## src/rtl/ptw_pkg.sv

```systemverilog
package ptw_pkg;

    localparam int VA_W   = 32;
    localparam int OFF_W  = 12;
    localparam int IDX_W  = 10;
    localparam int PTE_W  = 32;
    localparam int PPN_W  = PTE_W - OFF_W;
    localparam int VPN_W  = VA_W - OFF_W;
    localparam int RGT_W  = 2;
    localparam int ACC_W  = 2;

    typedef enum logic [2:0] {
        ST_IDLE, ST_RD1, ST_WT1, ST_RD2, ST_WT2, ST_DONE, ST_FAULT
    } walk_state_t;

    typedef enum logic [1:0] {
        FK_NONE = 2'b00, FK_LVL1 = 2'b01, FK_LVL2 = 2'b10, FK_PROT = 2'b11
    } fault_kind_t;

    typedef enum logic [ACC_W-1:0] {
        ACC_READ = 2'b00, ACC_WRITE = 2'b01, ACC_EXEC = 2'b10, ACC_RSVD = 2'b11
    } access_t;

    typedef enum logic [RGT_W-1:0] {
        RG_NONE = 2'b00, RG_RO = 2'b01, RG_RW = 2'b10, RG_RX = 2'b11
    } rights_t;

    typedef struct packed {
        logic [PPN_W-1:0] ppn;
        logic [OFF_W-RGT_W-2:0] spare;
        rights_t          rights;
        logic             valid;
    } pte_t;

    function automatic logic access_allowed(rights_t r, access_t a);
        case (a)
            ACC_READ:  return r != RG_NONE;
            ACC_WRITE: return r == RG_RW;
            ACC_EXEC:  return r == RG_RX;
            default:   return 1'b0;
        endcase
    endfunction

endpackage

```

## src/rtl/ptw_base_reg.sv

```systemverilog
module ptw_base_reg
    import ptw_pkg::*;
(
    input  logic             clk,
    input  logic             rst,
    input  logic             load,
    input  logic [PPN_W-1:0] value,
    output logic [PPN_W-1:0] base
);
    always_ff @(posedge clk) begin
        if (rst)       base <= '0;
        else if (load) base <= value;
    end
endmodule

```

## src/rtl/ptw_addr_gen.sv

```systemverilog
module ptw_addr_gen
    import ptw_pkg::*;
(
    input  logic             second,
    input  logic [PPN_W-1:0] root_page,
    input  logic [PPN_W-1:0] leaf_page,
    input  logic [VA_W-1:0]  vaddr,
    output logic [PTE_W-1:0] addr
);
    localparam int ESZ_W = $clog2(PTE_W / 8);

    logic [IDX_W-1:0] hi_idx;
    logic [IDX_W-1:0] lo_idx;
    logic [PPN_W-1:0] page;
    logic [IDX_W-1:0] idx;

    always_comb begin
        hi_idx = vaddr[VA_W-1 -: IDX_W];
        lo_idx = vaddr[OFF_W +: IDX_W];
        page   = second ? leaf_page : root_page;
        idx    = second ? lo_idx : hi_idx;
        addr   = {page, {(OFF_W-IDX_W-ESZ_W){1'b0}}, idx, {ESZ_W{1'b0}}};
    end
endmodule

```

## src/rtl/ptw_pte_check.sv

```systemverilog
module ptw_pte_check
    import ptw_pkg::*;
(
    input  logic [PTE_W-1:0] raw,
    input  access_t          access,
    output logic             present,
    output logic             permitted,
    output logic [PPN_W-1:0] page,
    output rights_t          rights
);
    pte_t e;
    always_comb begin
        e         = pte_t'(raw);
        present   = e.valid;
        rights    = e.rights;
        page      = e.ppn;
        permitted = access_allowed(e.rights, access);
    end
endmodule

```

## src/rtl/page_walker.sv

```systemverilog
module page_walker
    import ptw_pkg::*;
(
    input  logic             clk,
    input  logic             rst,
    input  logic             base_load,
    input  logic [PPN_W-1:0] base_page,
    input  logic             req_valid,
    input  logic [VA_W-1:0]  req_vaddr,
    input  logic [ACC_W-1:0] req_access,
    output logic             busy,
    output logic             mem_req_valid,
    input  logic             mem_req_ready,
    output logic [PTE_W-1:0] mem_req_addr,
    input  logic             mem_rsp_valid,
    input  logic [PTE_W-1:0] mem_rsp_data,
    output logic             res_valid,
    output logic             res_fault,
    output logic [1:0]       res_kind,
    output logic [PPN_W-1:0] res_ppn,
    output logic             fill_valid,
    output logic [VPN_W-1:0] fill_vpn,
    output logic [PPN_W-1:0] fill_ppn,
    output logic [RGT_W-1:0] fill_rights
);
    walk_state_t      state, nxt;
    logic [PPN_W-1:0] base_cur, base_q, leaf_q, ppn_q;
    logic [VA_W-1:0]  va_q;
    access_t          acc_q;
    rights_t          rgt_q, chk_rights;
    fault_kind_t      kind_q;
    logic             chk_present, chk_permit;
    logic [PPN_W-1:0] chk_page;

    ptw_base_reg u_base (
        .clk(clk), .rst(rst), .load(base_load), .value(base_page), .base(base_cur)
    );

    ptw_addr_gen u_addr (
        .second(state == ST_RD2), .root_page(base_q), .leaf_page(leaf_q),
        .vaddr(va_q), .addr(mem_req_addr)
    );

    ptw_pte_check u_chk (
        .raw(mem_rsp_data), .access(acc_q), .present(chk_present),
        .permitted(chk_permit), .page(chk_page), .rights(chk_rights)
    );

    always_comb begin
        nxt = state;
        case (state)
            ST_IDLE:  if (req_valid) nxt = ST_RD1;
            ST_RD1:   if (mem_req_ready) nxt = ST_WT1;
            ST_WT1:   if (mem_rsp_valid) nxt = chk_present ? ST_RD2 : ST_FAULT;
            ST_RD2:   if (mem_req_ready) nxt = ST_WT2;
            ST_WT2:   if (mem_rsp_valid)
                          nxt = (chk_present && chk_permit) ? ST_DONE : ST_FAULT;
            default:  nxt = ST_IDLE;
        endcase
    end

    always_ff @(posedge clk) begin
        if (rst) begin
            state  <= ST_IDLE;
            va_q   <= '0;
            acc_q  <= ACC_READ;
            base_q <= '0;
            leaf_q <= '0;
            ppn_q  <= '0;
            rgt_q  <= RG_NONE;
            kind_q <= FK_NONE;
        end else begin
            state <= nxt;
            case (state)
                ST_IDLE: if (req_valid) begin
                    va_q   <= req_vaddr;
                    acc_q  <= access_t'(req_access);
                    base_q <= base_cur;
                    kind_q <= FK_NONE;
                    ppn_q  <= '0;
                    rgt_q  <= RG_NONE;
                end
                ST_WT1: if (mem_rsp_valid) begin
                    leaf_q <= chk_page;
                    if (!chk_present) kind_q <= FK_LVL1;
                end
                ST_WT2: if (mem_rsp_valid) begin
                    if (!chk_present)     kind_q <= FK_LVL2;
                    else if (!chk_permit) kind_q <= FK_PROT;
                    else begin
                        ppn_q <= chk_page;
                        rgt_q <= chk_rights;
                    end
                end
                default: ;
            endcase
        end
    end

    always_comb begin
        busy          = state != ST_IDLE;
        mem_req_valid = (state == ST_RD1) || (state == ST_RD2);
        res_valid     = (state == ST_DONE) || (state == ST_FAULT);
        res_fault     = state == ST_FAULT;
        res_kind      = kind_q;
        res_ppn       = ppn_q;
        fill_valid    = state == ST_DONE;
        fill_vpn      = va_q[VA_W-1:OFF_W];
        fill_ppn      = ppn_q;
        fill_rights   = rgt_q;
    end


    req_hold_chk: assert property (@(posedge clk) disable iff (rst)
        mem_req_valid && !mem_req_ready |=> mem_req_valid && $stable(mem_req_addr));


    idle_quiet_chk: assert property (@(posedge clk) disable iff (rst)
        !busy |-> !mem_req_valid);


    busy_cause_chk: assert property (@(posedge clk) disable iff (rst)
        $rose(busy) |-> $past(req_valid));


    res_pulse_chk: assert property (@(posedge clk) disable iff (rst)
        res_valid |=> !res_valid && !busy);


    fill_clean_chk: assert property (@(posedge clk) disable iff (rst)
        fill_valid |-> res_kind == FK_NONE);
endmodule

```

## config.mk

```make
export PLATFORM = sky130hd
export DESIGN_NAME = page_walker
export DESIGN_NICKNAME = d
export VERILOG_FILES = /design/src/rtl/ptw_pkg.sv /design/src/rtl/ptw_base_reg.sv /design/src/rtl/ptw_addr_gen.sv /design/src/rtl/ptw_pte_check.sv /design/src/rtl/page_walker.sv
export SDC_FILE = /design/constraint.sdc
export NUM_CORES = 1
export LEC_CHECK = 0
export BUFFER_PORTS_ARGS = -buffer_cell sky130_fd_sc_hd__buf_4
export CAP_MARGIN = 25
export CORE_UTILIZATION = 50
export CTS_CLUSTER_DIAMETER = 40
export CTS_CLUSTER_SIZE = 8
export DETAILED_ROUTE_END_ITERATION = 6
export PLACE_DENSITY = 0.9
export REMOVE_ABC_BUFFERS = 1
export SLEW_MARGIN = 5
export SYNTH_ARGS = -nofsm -noshare
export SYNTH_HDL_FRONTEND = slang
export SYNTH_HIERARCHICAL = 1
export SYNTH_SLANG_ARGS = --single-unit
export TNS_END_PERCENT = 50
```

## constraint.sdc

```tcl
create_clock -name clk -period 3.2 [get_ports clk]
set_clock_uncertainty 0.05 [all_clocks]
set_input_delay 0 -clock clk [delete_from_list [all_inputs] [get_ports clk]]
set_output_delay 0 -clock clk [all_outputs]
set_load 0.03 [all_outputs]
```

# == Word level (Yosys, flattened, before mapping) ==
# Cells that the tools add are included.
# word_totals
register_bits,121
mem_bits_ro,0
elab_cells,69
inputBits,92
ram_bits,0
mem_count,0
output_inout_bits,101
latch_bits,0
# classes
n_mux,27
n_addsub,0
multipliers,0
n_reduce_logical,14
eq_ne,19
n_div,0
bitwise_logic,0
shifts,0
order_cmp,0
# op_table
cell,count
20-bit 2-to-1 mux,5
20-bit case mux with 2 select lines,1
2-bit 2-to-1 mux,10
3-bit 2-to-1 mux,6
2-bit != test (second input constant),8
3-bit case mux with 5 select lines,1
10-bit 2-to-1 mux,1
5-bit AND reduction,2
3-bit == test (second input constant),3
2-bit == test (second input constant),3
3-bit by 2-bit == test with 1-bit output (second input constant),2
2-bit case mux with 3 select lines,1
6-bit AND reduction,1
3-bit nonzero test,2
2-bit case mux with 2 select lines,1
2-bit AND reduction,2
2-bit nonzero test,2
3-bit by 1-bit == test with 1-bit output (second input constant),1
3-bit logical NOT,1
3-bit != test (second input constant),1
1-bit case mux with 3 select lines,1
2-bit by 1-bit == test with 1-bit output (second input constant),1
2-bit logical NOT,1
1-bit logical OR,2
1-bit logical AND,1

# == Logic depth before layout (Yosys ltp) ==
# depth
depth_word,6
depth_mapped,8
mapped_depth_nobuf,8

# == By module ==
# The synthesis kept the hierarchy.
# modules_own_cells
mod,seq_area_each_um2,instances,cells_each,area_each_um2
page_walker,2021.9,1,510,4265.3
ptw_base_reg,400.4,1,64,705.7
ptw_addr_gen,0.0,1,36,503.0
ptw_pte_check,0.0,1,33,254.0

# == Least setup slack after synthesis ==
# No wires, ideal clock.
# synth_path
kind,flip-flop to flip-flop
startpoint,register acc_q[0]
endpoint,register ppn_q[0] (netlist: fill_ppn[0])
path_slack_ns,1.471
stages_incl_launch_ff,9
synth_period_minus_slack_ns,1.729
required_ns,3.078
arrival_time_ns,1.608
n_path_buf,1
path_cell_list,dfxtp_1 -> inv_1 -> ha_1 -> xor2_1 -> o221ai_1 -> nand2_1 -> o21ai_4 -> buf_12 -> mux2i_1
# synth_between
elab_chain_len,4
elab_cells_between_ends,6
classes_between,eq/ne: 3; mux: 1; reduce/logical: 2
# synth_lines
item,line_no,source
"start, declared",page_walker.sv:29,access_t acc_q;
"start signal, assigned",page_walker.sv:77,acc_q <= access_t'(req_access);
2-bit == test (tied with other cells),ptw_pkg.sv:36,case (a)
1-bit case mux with 3 select lines (*),ptw_pkg.sv:36,
net chk_permit,page_walker.sv:32,"logic chk_present, chk_permit;"
2-bit != test (no source line) (*),--,
5-bit AND reduction (no source line) (*),--,
"end signal, assigned",page_walker.sv:91,ppn_q <= chk_page;
"end, declared",page_walker.sv:27,"logic [PPN_W-1:0] base_cur, base_q, leaf_q, ppn_q;"
# Mark *: on every way through the listed nets, which the timed path passes. The rest lies on a longest branch.
# A chain may end at the register's enable or synchronous reset.

# == Final worst setup path ==
# layout_path
startpoint,register state[1]
endpoint,output mem_req_addr[19]
# layout_between
elab_chain_len,2
# layout_lines
item,line_no,source
"start, declared",page_walker.sv:26,"walk_state_t state, nxt;"
"start signal, assigned",page_walker.sv:73,state <= nxt;
3-bit by 2-bit == test with 1-bit output,page_walker.sv:40,".second(state == ST_RD2), .root_page(base_q), .leaf_page(leaf_q),"
20-bit 2-to-1 mux,ptw_addr_gen.sv:20,page = second ? leaf_page : root_page;
"end, declared",page_walker.sv:14,"output logic [PTE_W-1:0] mem_req_addr,"
# Every way passes these cells.

==> key figures <==
Run status
  – Status: complete, no violations

STA
  – Fin. Hold Viols: 0
  – Period utilization: 0.8034
  – Setup tns final: 0 ps
  – RSZ-0062 raised after global routing: no
  – Min Tclk post-route: 2571 ps
  – Final setup viols: 0
  – Measured slew at the worst slew-check pin: 927.0 ps
  – Fmax: 389.0 MHz
  – Final hold slack: 53.37 ps
  – Worst slew margin: 0.3820
  – Max Slew Vio Count: 0

Clock tree
  – Clk buf depth: 2
  – CTS clk-pin slew, worst paths: 100 ps
  – Clock Tree Root: clkbuf_8
  – Resized cells post-CTS: 0
  – Total CTS buffers: 9
  – Cts hold-fix bufs: between 60 and 70
  – # Post-CTS Setup Buffers: 0
  – CTS tree: yes
  – Clk_lat worst skew: 370 ps
  – H-tree Lvls: 3
  – Clock Sinks: approximately 110

Power and ir drop
  – Pwr dens: approximately 450 nW/um^2
  – Max VDD drop: ~0.29 mV
  – Leak: 2.978 nW

Floorplanning
  – I/O pins: 193
  – Core ar.: 10320 sq um
  – Die area: roughly 11000 sq um
  – Die Wd: between 100 and 150 um
  – # rows: 37
  – Die height: 105.3 um
  – Initial Utilization: 0.5170

GRT
  – Vias in the first global route: roughly 4500
  – First-pass GRT wire length: 21810 um
  – Global route total overflow: 0
  – Overall global routing resource usage: 0.2504
  – Largest net degree at the start of global routing: 71
  – Initial antenna violation count: 0

Critical path
  – Critical path's slowest cell: dfxtp_1
  – Worst path required time: 3150 ps
  – CP cell instances: and2b_1 -> and2_2 -> buf_12 -> mux2_4 -> buf_4
  – CP max FO: 18
  – CP endpoint kind: primary output
  – CP max stage delay: 590 ps
  – Crit-path leading delay family: simple AND/OR/NAND/NOR gates
  – Startpoint Class: register
  – Arrival @ worst endpoint: 2520 ps
  – Buf/Inv on CP: 2
  – CP Class: register to primary output

Finish
  – Layout Nets: 837
  – Fraction of layout cells with a size suffix above 1: 0.3173
  – ANT cells: 0
  – P&R area growth vs syn: 29.07%

Routing
  – Vias post-DR: around 4500
  – Wire length after detailed routing: approximately 14000 um
  – Post-DRT Antenna Nets: 0
  – Pre-antenna DRT Iters: 7
  – Wire length per cell: ~16 um
  – DRT iter0 DRCs: 245
  – Vias per Instance: just over 5
  – Remaining DRCs: 0

Placed design
  – IO buf count: 169
  – RD Place Congestion: just under 0.8
  – Post-DP HPWL: 8311 um

Synth
  – Mapped Cells: 595
  – Mapped Area: 5338 sq um
  – Syn_area_per_cell: around 9.0 sq um
  – Syn. warnings: 6

Run
  – Max cap viols: 0

Worst hold path
  – HP Class: input port to register
[path summary, 6_finish.rpt]
path	depth (start not counted)	to	slack, ps	from
setup / recovery	5	mem_req_addr[19]	630	state[1]
hold / removal	4	state[2]	50	mem_rsp_data[0]
setup reg to reg	8	fill_ppn[6]	890	acc_q[0]
hold reg to reg	2	base_q[18]	410	u_base/base[18]
[final cells by class]
type / instances / area, sq um
fill: 777 / 3435
multi-input combinational: 377 / 2362
sequential: 109 / 2182
timing repair buffer: 240 / 1979
tap: 136 / 170.2
clock buffer: 11 / 141.4
clock inverter: 5 / 35.03
inverter: 5 / 18.77
[cells in the final DEF, fill, tap and decap left out, types with 3 or more instances in the layout]
cell type / n
buf_4: 173
nand2_1: 151
dfxtp_1: 109
dlygate4sd3_1: 66
a21oi_1: 64
mux2i_1: 42
mux2_4: 30
nand2b_1: 24
nor2_1: 22
clkbuf_8: 10
inv_1: 5
nand3b_1: 4
or2_2: 3
ha_1: 3
[worst min-delay path, delay by kind of cell]
kind                   cells  cell delay (ps)
and+or+nand+nor            1               50
buffers and inverters      1              110
AOI/OAI and AO/OA          2              250
[through the flow]
stage | setup slack [ps] | power [mW] | cell area [sq um] | instances | utilization
after floorplan | 868.7 | 1.989 | 4561 | 491 | -
after global placement | 1016 | 2.277 | 6052 | 801 | 0.5862
after detailed placement | 909.7 | 2.306 | 6052 | 801 | 0.5862
after CTS | 590.6 | 3.138 | 6889 | 883 | 0.6673
after global routing | 526.2 | 3.269 | 6889 | 883 | 0.6673
final | 629.3 | 3.120 | 6889 | 883 | 0.6673
[layer usage]
layer	GRT usage	up-vias	wire, um
met5	0	-	0
met4	0.08652	0	259
met3	0.05009	20	744
met2	0.4619	185	7061
met1	0.2850	2097	5703
li1	-	2161	-
[sequential cells by signal (all words and copies together) (netlist names)]
signal / cells
base_q: 20
fill_ppn: 20
leaf_q: 20
u_base/base: 20
va_q: 20
state: 3
acc_q: 2
fill_rights: 2
res_kind: 2
[report_power, final]
| group | total, mW | switching [mW] | internal (mW) |
|---|---|---|---|
| Clock | 0.772 | 0.465 | 0.307 |
| Sequential | 1.50 | 0.0648 | 1.43 |
| Combinational | 0.850 | 0.479 | 0.370 |
Power figures use the tool's default switching activity.
